**src/rtl/dstage_pkg.sv**
```systemverilog
package dstage_pkg;
  localparam int WORD_W    = 32;
  localparam int NUM_WORDS = 8;
  localparam int DESC_W    = WORD_W * NUM_WORDS;
  localparam int IDX_W     = $clog2(NUM_WORDS);
  localparam int ADDR_W    = IDX_W + 2;
  localparam int CTRL_IDX  = NUM_WORDS - 1;
  localparam int GO_BIT    = 31;
  localparam int BURST_IDX = 3;
  localparam int LEVEL_W   = 16;

  typedef logic [DESC_W-1:0] desc_t;
  typedef logic [WORD_W-1:0] word_t;
endpackage

```
**src/rtl/dstage_stage.sv**
```systemverilog
module dstage_stage
  import dstage_pkg::*;
(
  input  logic              clk,
  input  logic              rst,
  input  logic              wr_en_i,
  input  logic [ADDR_W-1:0] wr_addr_i,
  input  word_t             wr_data_i,
  input  logic              full_i,
  output logic              push_o,
  output desc_t             push_desc_o,
  output logic              ovf_o
);
  localparam int STAGED = NUM_WORDS - 1;

  logic [IDX_W-1:0] idx;
  logic             is_ctrl, commit, drop;
  logic             unused_lo;
  word_t            stage_q [STAGED];

  assign idx       = wr_addr_i[ADDR_W-1:2];
  assign unused_lo = ^wr_addr_i[1:0];
  assign is_ctrl   = (idx == IDX_W'(CTRL_IDX));
  assign commit    = wr_en_i && is_ctrl && wr_data_i[GO_BIT];
  assign drop      = commit && full_i;
  assign push_o    = commit && !full_i;

  for (genvar g = 0; g < STAGED; g++) begin : g_word
    always_ff @(posedge clk) begin
      if (rst) begin
        stage_q[g] <= '0;
      end else if (wr_en_i && (idx == IDX_W'(g))) begin
        stage_q[g] <= wr_data_i;
      end
    end
  end

  always_comb begin
    push_desc_o = '0;
    for (int i = 0; i < STAGED; i++) begin
      push_desc_o[i*WORD_W +: WORD_W] = stage_q[i];
    end
    push_desc_o[CTRL_IDX*WORD_W +: WORD_W] = wr_data_i;
  end

  always_ff @(posedge clk) begin
    if (rst) begin
      ovf_o <= 1'b0;
    end else if (drop) begin
      ovf_o <= 1'b1;
    end
  end
endmodule

```
**src/rtl/dstage_ram.sv**
```systemverilog
module dstage_ram #(
  parameter int DEPTH = 8,
  parameter int WIDTH = 256,
  localparam int PTR_W = (DEPTH > 1) ? $clog2(DEPTH) : 1
) (
  input  logic             clk,
  input  logic             we_i,
  input  logic [PTR_W-1:0] waddr_i,
  input  logic [WIDTH-1:0] wdata_i,
  input  logic             re_i,
  input  logic [PTR_W-1:0] raddr_i,
  output logic [WIDTH-1:0] rdata_o
);
  logic [WIDTH-1:0] mem [DEPTH];

  always_ff @(posedge clk) begin
    if (we_i) begin
      mem[waddr_i] <= wdata_i;
    end
  end

  always_ff @(posedge clk) begin
    if (re_i) begin
      rdata_o <= mem[raddr_i];
    end
  end
endmodule

```
**src/rtl/dstage_fifo_ctrl.sv**
```systemverilog
module dstage_fifo_ctrl #(
  parameter int DEPTH = 8,
  localparam int PTR_W = (DEPTH > 1) ? $clog2(DEPTH) : 1,
  localparam int LVL_W = $clog2(DEPTH + 1)
) (
  input  logic             clk,
  input  logic             rst,
  input  logic             push_i,
  input  logic             ready_i,
  output logic             we_o,
  output logic [PTR_W-1:0] waddr_o,
  output logic             re_o,
  output logic [PTR_W-1:0] raddr_o,
  output logic             valid_o,
  output logic [LVL_W-1:0] level_o,
  output logic             full_o,
  output logic             empty_o
);
  logic [PTR_W-1:0] wptr_q, rptr_q;
  logic [LVL_W-1:0] mem_cnt_q, mem_cnt_d, lvl_q, lvl_d;
  logic             valid_q, full_q, empty_q;
  logic             pop, load;

  function automatic logic [PTR_W-1:0] bump(input logic [PTR_W-1:0] p);
    return (p == PTR_W'(DEPTH - 1)) ? '0 : p + PTR_W'(1);
  endfunction

  assign pop  = valid_q && ready_i;
  assign load = (mem_cnt_q != '0) && (!valid_q || pop);

  always_comb begin
    mem_cnt_d = mem_cnt_q + LVL_W'(push_i) - LVL_W'(load);
    lvl_d     = lvl_q + LVL_W'(push_i) - LVL_W'(pop);
  end

  always_ff @(posedge clk) begin
    if (rst) begin
      wptr_q    <= '0;
      rptr_q    <= '0;
      mem_cnt_q <= '0;
      lvl_q     <= '0;
      valid_q   <= 1'b0;
      full_q    <= 1'b0;
      empty_q   <= 1'b1;
    end else begin
      if (push_i) wptr_q <= bump(wptr_q);
      if (load)   rptr_q <= bump(rptr_q);
      mem_cnt_q <= mem_cnt_d;
      lvl_q     <= lvl_d;
      valid_q   <= load || (valid_q && !pop);
      full_q    <= (lvl_d == LVL_W'(DEPTH));
      empty_q   <= (lvl_d == '0);
    end
  end

  assign we_o    = push_i;
  assign waddr_o = wptr_q;
  assign re_o    = load;
  assign raddr_o = rptr_q;
  assign valid_o = valid_q;
  assign level_o = lvl_q;
  assign full_o  = full_q;
  assign empty_o = empty_q;
endmodule

```
**src/rtl/dstage_commit_port.sv**
```systemverilog
module dstage_commit_port
  import dstage_pkg::*;
#(
  parameter int DEPTH     = 8,
  parameter int MAX_BURST = 128
) (
  input  logic                clk,
  input  logic                rst,
  input  logic                wr_en,
  input  logic [ADDR_W-1:0]   wr_addr,
  input  logic [WORD_W-1:0]   wr_data,
  output logic                fifo_empty,
  output logic                fifo_full,
  output logic [LEVEL_W-1:0]  fill_level,
  output logic                overflow,
  output logic                dsc_valid,
  input  logic                dsc_ready,
  output logic [DESC_W-1:0]   dsc_data,
  output logic [7:0]          dsc_rd_burst,
  output logic [7:0]          dsc_wr_burst,
  output logic [15:0]         dsc_seq
);
  localparam int PTR_W = (DEPTH > 1) ? $clog2(DEPTH) : 1;
  localparam int LVL_W = $clog2(DEPTH + 1);
  localparam logic [7:0] MAX_B = 8'(MAX_BURST);
  localparam int BURST_LSB = BURST_IDX * WORD_W;

  logic             push, full_w;
  desc_t            push_desc;
  logic             we, re;
  logic [PTR_W-1:0] waddr, raddr;
  logic [LVL_W-1:0] lvl;

  dstage_stage stage_i (
    .clk         (clk),
    .rst         (rst),
    .wr_en_i     (wr_en),
    .wr_addr_i   (wr_addr),
    .wr_data_i   (wr_data),
    .full_i      (full_w),
    .push_o      (push),
    .push_desc_o (push_desc),
    .ovf_o       (overflow)
  );

  dstage_fifo_ctrl #(.DEPTH(DEPTH)) ctrl_i (
    .clk     (clk),
    .rst     (rst),
    .push_i  (push),
    .ready_i (dsc_ready),
    .we_o    (we),
    .waddr_o (waddr),
    .re_o    (re),
    .raddr_o (raddr),
    .valid_o (dsc_valid),
    .level_o (lvl),
    .full_o  (full_w),
    .empty_o (fifo_empty)
  );

  dstage_ram #(.DEPTH(DEPTH), .WIDTH(DESC_W)) ram_i (
    .clk     (clk),
    .we_i    (we),
    .waddr_i (waddr),
    .wdata_i (push_desc),
    .re_i    (re),
    .raddr_i (raddr),
    .rdata_o (dsc_data)
  );

  assign fifo_full  = full_w;
  assign fill_level = LEVEL_W'(lvl);

  logic [7:0] raw_burst [2];
  logic [7:0] eff_burst [2];
  assign raw_burst[0] = dsc_data[BURST_LSB + 16 +: 8];
  assign raw_burst[1] = dsc_data[BURST_LSB + 24 +: 8];

  for (genvar b = 0; b < 2; b++) begin : g_burst
    assign eff_burst[b] = (raw_burst[b] == 8'd0) ? MAX_B : raw_burst[b];
  end

  assign dsc_rd_burst = eff_burst[0];
  assign dsc_wr_burst = eff_burst[1];
  assign dsc_seq      = dsc_data[BURST_LSB +: 16];
endmodule

```
**config.mk**
```make
export PLATFORM = sky130hd
export DESIGN_NAME = dstage_commit_port
export DESIGN_NICKNAME = d
export VERILOG_FILES = /design/src/rtl/dstage_pkg.sv /design/src/rtl/dstage_stage.sv /design/src/rtl/dstage_ram.sv /design/src/rtl/dstage_fifo_ctrl.sv /design/src/rtl/dstage_commit_port.sv
export SDC_FILE = /design/constraint.sdc
export NUM_CORES = 2
export LEC_CHECK = 0
export ABC_CLOCK_PERIOD_IN_PS = 51700
export BUFFER_PORTS_ARGS = -buffer_cell sky130_fd_sc_hd__buf_4
export CAP_MARGIN = 15
export CORE_ASPECT_RATIO = 1.4
export CORE_MARGIN = 5
export CORE_UTILIZATION = 41
export DETAILED_ROUTE_END_ITERATION = 12
export SKIP_LAST_GASP = 1
export SLEW_MARGIN = 20
export SYNTH_ARGS = -nofsm -noshare
export SYNTH_HDL_FRONTEND = slang
export SYNTH_SLANG_ARGS = --single-unit
```
**constraint.sdc**
```tcl
create_clock -name clk -period 51.7 [get_ports clk]
set_input_delay 12.925 -clock clk [delete_from_list [all_inputs] [get_ports clk]]
set_output_delay 12.925 -clock clk [all_outputs]
set_load 0.01 [all_outputs]
```
==> flow_summary.toml <==
[setup_path]
critPathMaxFanout = 61
worst-endpoint-required_ns = 52.13
worstPathCellList = "buf_4 -> nor2b_1 -> nor2_4 -> buf_4 -> buf_4 -> buf_4 -> buf_4"
worst-path-buf-inv = 5
cp_class = "in2reg"
nature_of_the_critical_path_endpoint = "flip-flop"
cp_slowest_stage_delay_ns = 0.85
critPathArrivalTime_ns = 16.89
timing.reg2reg.worst_path_depth = 8
critical-path-top-cell-by-count = "sky130_fd_sc_hd__buf_4"
crit_path_start_kind = "input port"
crit_slowest_cell = "sky130_fd_sc_hd__buf_4"
worstReg2RegEnd = "ram_i.rdata_o[101]$_DFFE_PN_"
rrSetupSlack_ns = 46.72
critPathTopFamily = "buffers and inverters"
worstReg2RegStart = "ctrl_i.mem_cnt_q[2]$_SDFF_PP0_"
path_depth = 7

[floorplanning]
design.core.area_mm2 = 0.229
die_area_mm2 = 0.240
ios = 349
floorplan.rows = 208
horizontal_die_dimension_um = 415
die_y_um = 577
initial_core_util_pct = 41.1

[placed_design]
place.detailed.hpwl_um = 112000
placement.setup.worst_slack_ns = 34.21
placer_congestion = 0.699
placement.io_buffers = 334

[power]
power-per-cell-area_mw_per_mm2 = 49.8
p_sw_share_pct = 26.4
power_frac_seq_pct = 48.8
power.net_switching_mw = 1.41
p_clk_share_pct = 30.7
p_leak_nw = 33.5
irDropWorstVdd_uv = 38.4
p_int_mw = 3.93
power.combinational.fraction_pct = 20.5

[timing]
timing.max_slew.rel_slack_pct = 26.1
skew_ns = 0.0735
fin_setup_tns_ns = 0
post-route-min-period_ns = 16.46
max_freq_mhz = 60.7
unrepaired_setup_endpoints_after_global_routing = "false"
final.setup.worst_slack_ns = 35.24
timing.final.max_slew_violations = 0
period_share_pct = 31.8
setup-violations-final = 0
fin_hold_ws_ns = 0.503
timing_hold_violations_final = 0
tightestPinTransition_ns = 1.11

[clock_tree]
clockBufferDepth = 4
cts_tree = "built"
cts.reportedPaths.clkPinSlew_ns = 0.06
numClockSinks = 2546
cts_root_buffer = "sky130_fd_sc_hd__clkbuf_16"
cts_inserted_buffers = 233
postCtsResizedCells = 0
clkLatencyLatePin_ns = 0.87
cts_hold_buffers = 0
cts_htree_levels = 4
post-cts-setup-buffers = 0

[layout]
layout.nets = 4367
fraction_of_final_layout_cells_sized_beyond_drive_strength_1_pct = 33.5
layout-area-overhead-vs-synth_pct = 13.9

[synthesis]
cell_area_synth_mm2 = 0.0942
synth.yosys.seq_area_share_pct = 81.0
synth_async_sr_flop_share_pct = 0
netlist-cell-type-count = 42
synthesis.area_per_instance_um2 = 24.3
ys_warnings = 0
synth_seq_cells = 2546
postSynthCellCount = 3868
ys.flop_type = "sky130_fd_sc_hd__edfxtp_1"
synth-edff-count = 2528

[flow_run]
maxCapViolCount = 0

[drt]
drtAntennaViolNets = 0
routed_wl_um = 219000
wl_per_cell_um = 29.0
count_of_unresolved_drc_violations_after_routing = 0
drt_first_pass_iters = 5
via_count = 40900
vias_per_cell = 5.42
drt_first_iter_violations = 4015

[worst_hold_path]
hp-class = "reg2reg"
whs_endpoint = "stage_i.ovf_o$_SDFFE_PP0P_"
worstHoldPathCells = 2
hold_start = "stage_i.ovf_o$_SDFFE_PP0P_"

[grt]
wire_length_of_the_first_global_routing_pass_um = 312000
maximum_number_of_pins_on_one_net_before_global_route_repair = 143
grt_antenna_before_repair = 37
gr-usage-met1_pct = 24.8
gr-max-usage-layer = "met2"
m2_gr_usage_pct = 30.0
grtUsageTotal_pct = 18.0
grt_overflow_total = 0
grt_pass1_vias = 43000
grtUsageMet3_pct = 3.36

[outcome]
outcome = "complete, no violations"
==> layout make-up <==
type | count | area, µm²
fill | 18700 | 122000
sequential | 2546 | 76300
multi-input combinational | 1107 | 16800
clock buffer | 286 | 6030
tap | 3045 | 3810
timing repair buffer | 408 | 3200
clock inverter | 125 | 1100
inverter | 15 | 56.3
antenna | 18 | 45.0
==> flip-flops by register name, summed over array words and instances (netlist names) <==
name	count
ram_i.rdata_o	256
stage_i.ovf_o	1
ctrl_i.empty_o	1
ctrl_i.full_o	1
ctrl_i.level_o	4
ctrl_i.valid_o	1
ram_i.mem	2048
ctrl_i.mem_cnt_q	4
ctrl_i.raddr_o	3
stage_i.stage_q	224
ctrl_i.waddr_o	3
==> stage by stage <==
stage / std cells / utilization [%] / area, µm² / total power [mW]
global route: 7544 / 46.8 / 107000 / 5.56
finish: 7550 / 46.9 / 107000 / 5.34
CTS: 7532 / 46.8 / 107000 / 5.43
detailed placement: 7121 / 43.7 / 100000 / 3.78
global placement: 7121 / 43.7 / 100000 / 3.78
floorplan: 3879 / - / 94200 / 3.37
==> power groups by stage <==
stage | clock (mW) | combinational, mW | sequential (mW)
global placement | 0 | 1.12 | 2.65
detailed placement | 0 | 1.12 | 2.65
global route | 1.76 | 1.18 | 2.62
CTS | 1.68 | 1.13 | 2.62
finish | 1.64 | 1.10 | 2.61
floorplan | 0 | 0.695 | 2.67
==> synth_stat cells, types with 2 or more instances <==
master | n | area (µm²)
sky130_fd_sc_hd__nor2_1 | 10 | 37.5
sky130_fd_sc_hd__nor2b_1 | 4 | 25.0
sky130_fd_sc_hd__and2_1 | 219 | 1370
sky130_fd_sc_hd__a21oi_1 | 10 | 50.1
sky130_fd_sc_hd__nand3b_1 | 2 | 15.0
sky130_fd_sc_hd__fa_1 | 2 | 40.0
sky130_fd_sc_hd__dfxtp_1 | 18 | 360
sky130_fd_sc_hd__buf_4 | 28 | 210
sky130_fd_sc_hd__ha_1 | 13 | 163
sky130_fd_sc_hd__inv_1 | 13 | 48.8
sky130_fd_sc_hd__nor4b_1 | 4 | 35.0
sky130_fd_sc_hd__nand4_1 | 4 | 25.0
sky130_fd_sc_hd__buf_6 | 51 | 574
sky130_fd_sc_hd__nand3_1 | 2 | 10.0
sky130_fd_sc_hd__o21ai_0 | 8 | 40.0
sky130_fd_sc_hd__a21o_1 | 3 | 22.5
sky130_fd_sc_hd__xor2_1 | 2 | 17.5
sky130_fd_sc_hd__o31ai_1 | 5 | 37.5
sky130_fd_sc_hd__clkbuf_1 | 79 | 297
sky130_fd_sc_hd__nor4_1 | 9 | 56.3
sky130_fd_sc_hd__mux4_2 | 512 | 11500
sky130_fd_sc_hd__nor3_1 | 9 | 45.0
sky130_fd_sc_hd__buf_2 | 15 | 75.1
sky130_fd_sc_hd__mux2_2 | 257 | 2890
sky130_fd_sc_hd__clkinv_1 | 2 | 7.51
sky130_fd_sc_hd__nand2b_1 | 4 | 25.0
sky130_fd_sc_hd__edfxtp_1 | 2528 | 75900
sky130_fd_sc_hd__buf_1 | 38 | 143
sky130_fd_sc_hd__nand2_1 | 4 | 15.0
==> worst reg2reg max path, cell delays in order, from the launching register on <==
cell,delay [ns]
sky130_fd_sc_hd__dfxtp_1,0.31
sky130_fd_sc_hd__inv_1,0.05
sky130_fd_sc_hd__ha_1,0.19
sky130_fd_sc_hd__nor3b_1,0.22
sky130_fd_sc_hd__nor2_4,0.56
sky130_fd_sc_hd__buf_4,0.78
sky130_fd_sc_hd__buf_4,0.87
sky130_fd_sc_hd__buf_4,0.73
sky130_fd_sc_hd__buf_4,0.76
==> cell usage in the layout, fill, tap and decap left out, types with 18 or more instances in the layout <==
cell type	count
sky130_fd_sc_hd__and2_1	219
sky130_fd_sc_hd__buf_4	397
sky130_fd_sc_hd__clkbuf_1	53
sky130_fd_sc_hd__clkbuf_16	233
sky130_fd_sc_hd__clkinv_1	61
sky130_fd_sc_hd__clkinv_2	33
sky130_fd_sc_hd__diode_2	18
sky130_fd_sc_hd__edfxtp_1	2528
sky130_fd_sc_hd__mux2_2	257
sky130_fd_sc_hd__mux4_2	512
==> cell families after synthesis <==
group	Yosys count	share of synthesized area, %
flip-flops	2546	81.0
multiplexers	769	15.3
AND/OR/NAND/NOR	279	1.83
buffers and inverters	226	1.44
AO/OA/AOI/OAI	29	0.185
adder cells (fa/ha/maj)	15	0.215
XOR/XNOR	3	0.0279
other	1	0.00398
==> worst max path at each step <==
stage | start | to | slack, ns
finish | dsc_ready | ram_i.rdata_o[101]$_DFFE_PN_ | 35.24
global route | dsc_ready | ram_i.rdata_o[101]$_DFFE_PN_ | 35.02
CTS | dsc_ready | ram_i.rdata_o[101]$_DFFE_PN_ | 35.11
detailed placement | dsc_ready | ram_i.rdata_o[127]$_DFFE_PN_ | 34.21
global placement | dsc_ready | ram_i.rdata_o[126]$_DFFE_PN_ | 34.26
floorplan | wr_addr[3] | ram_i.mem[2][0]$_DFFE_PP_ | 10.53
==> routing by layer <==
layer  wire length (µm)  vias to the layer above
met5                  0                        -
met4               5080                        0
li1                   -                    17000
met2             108000                     1465
met3              15400                      297
met1              90700                    22200
(Power assumes the default switching activity.)
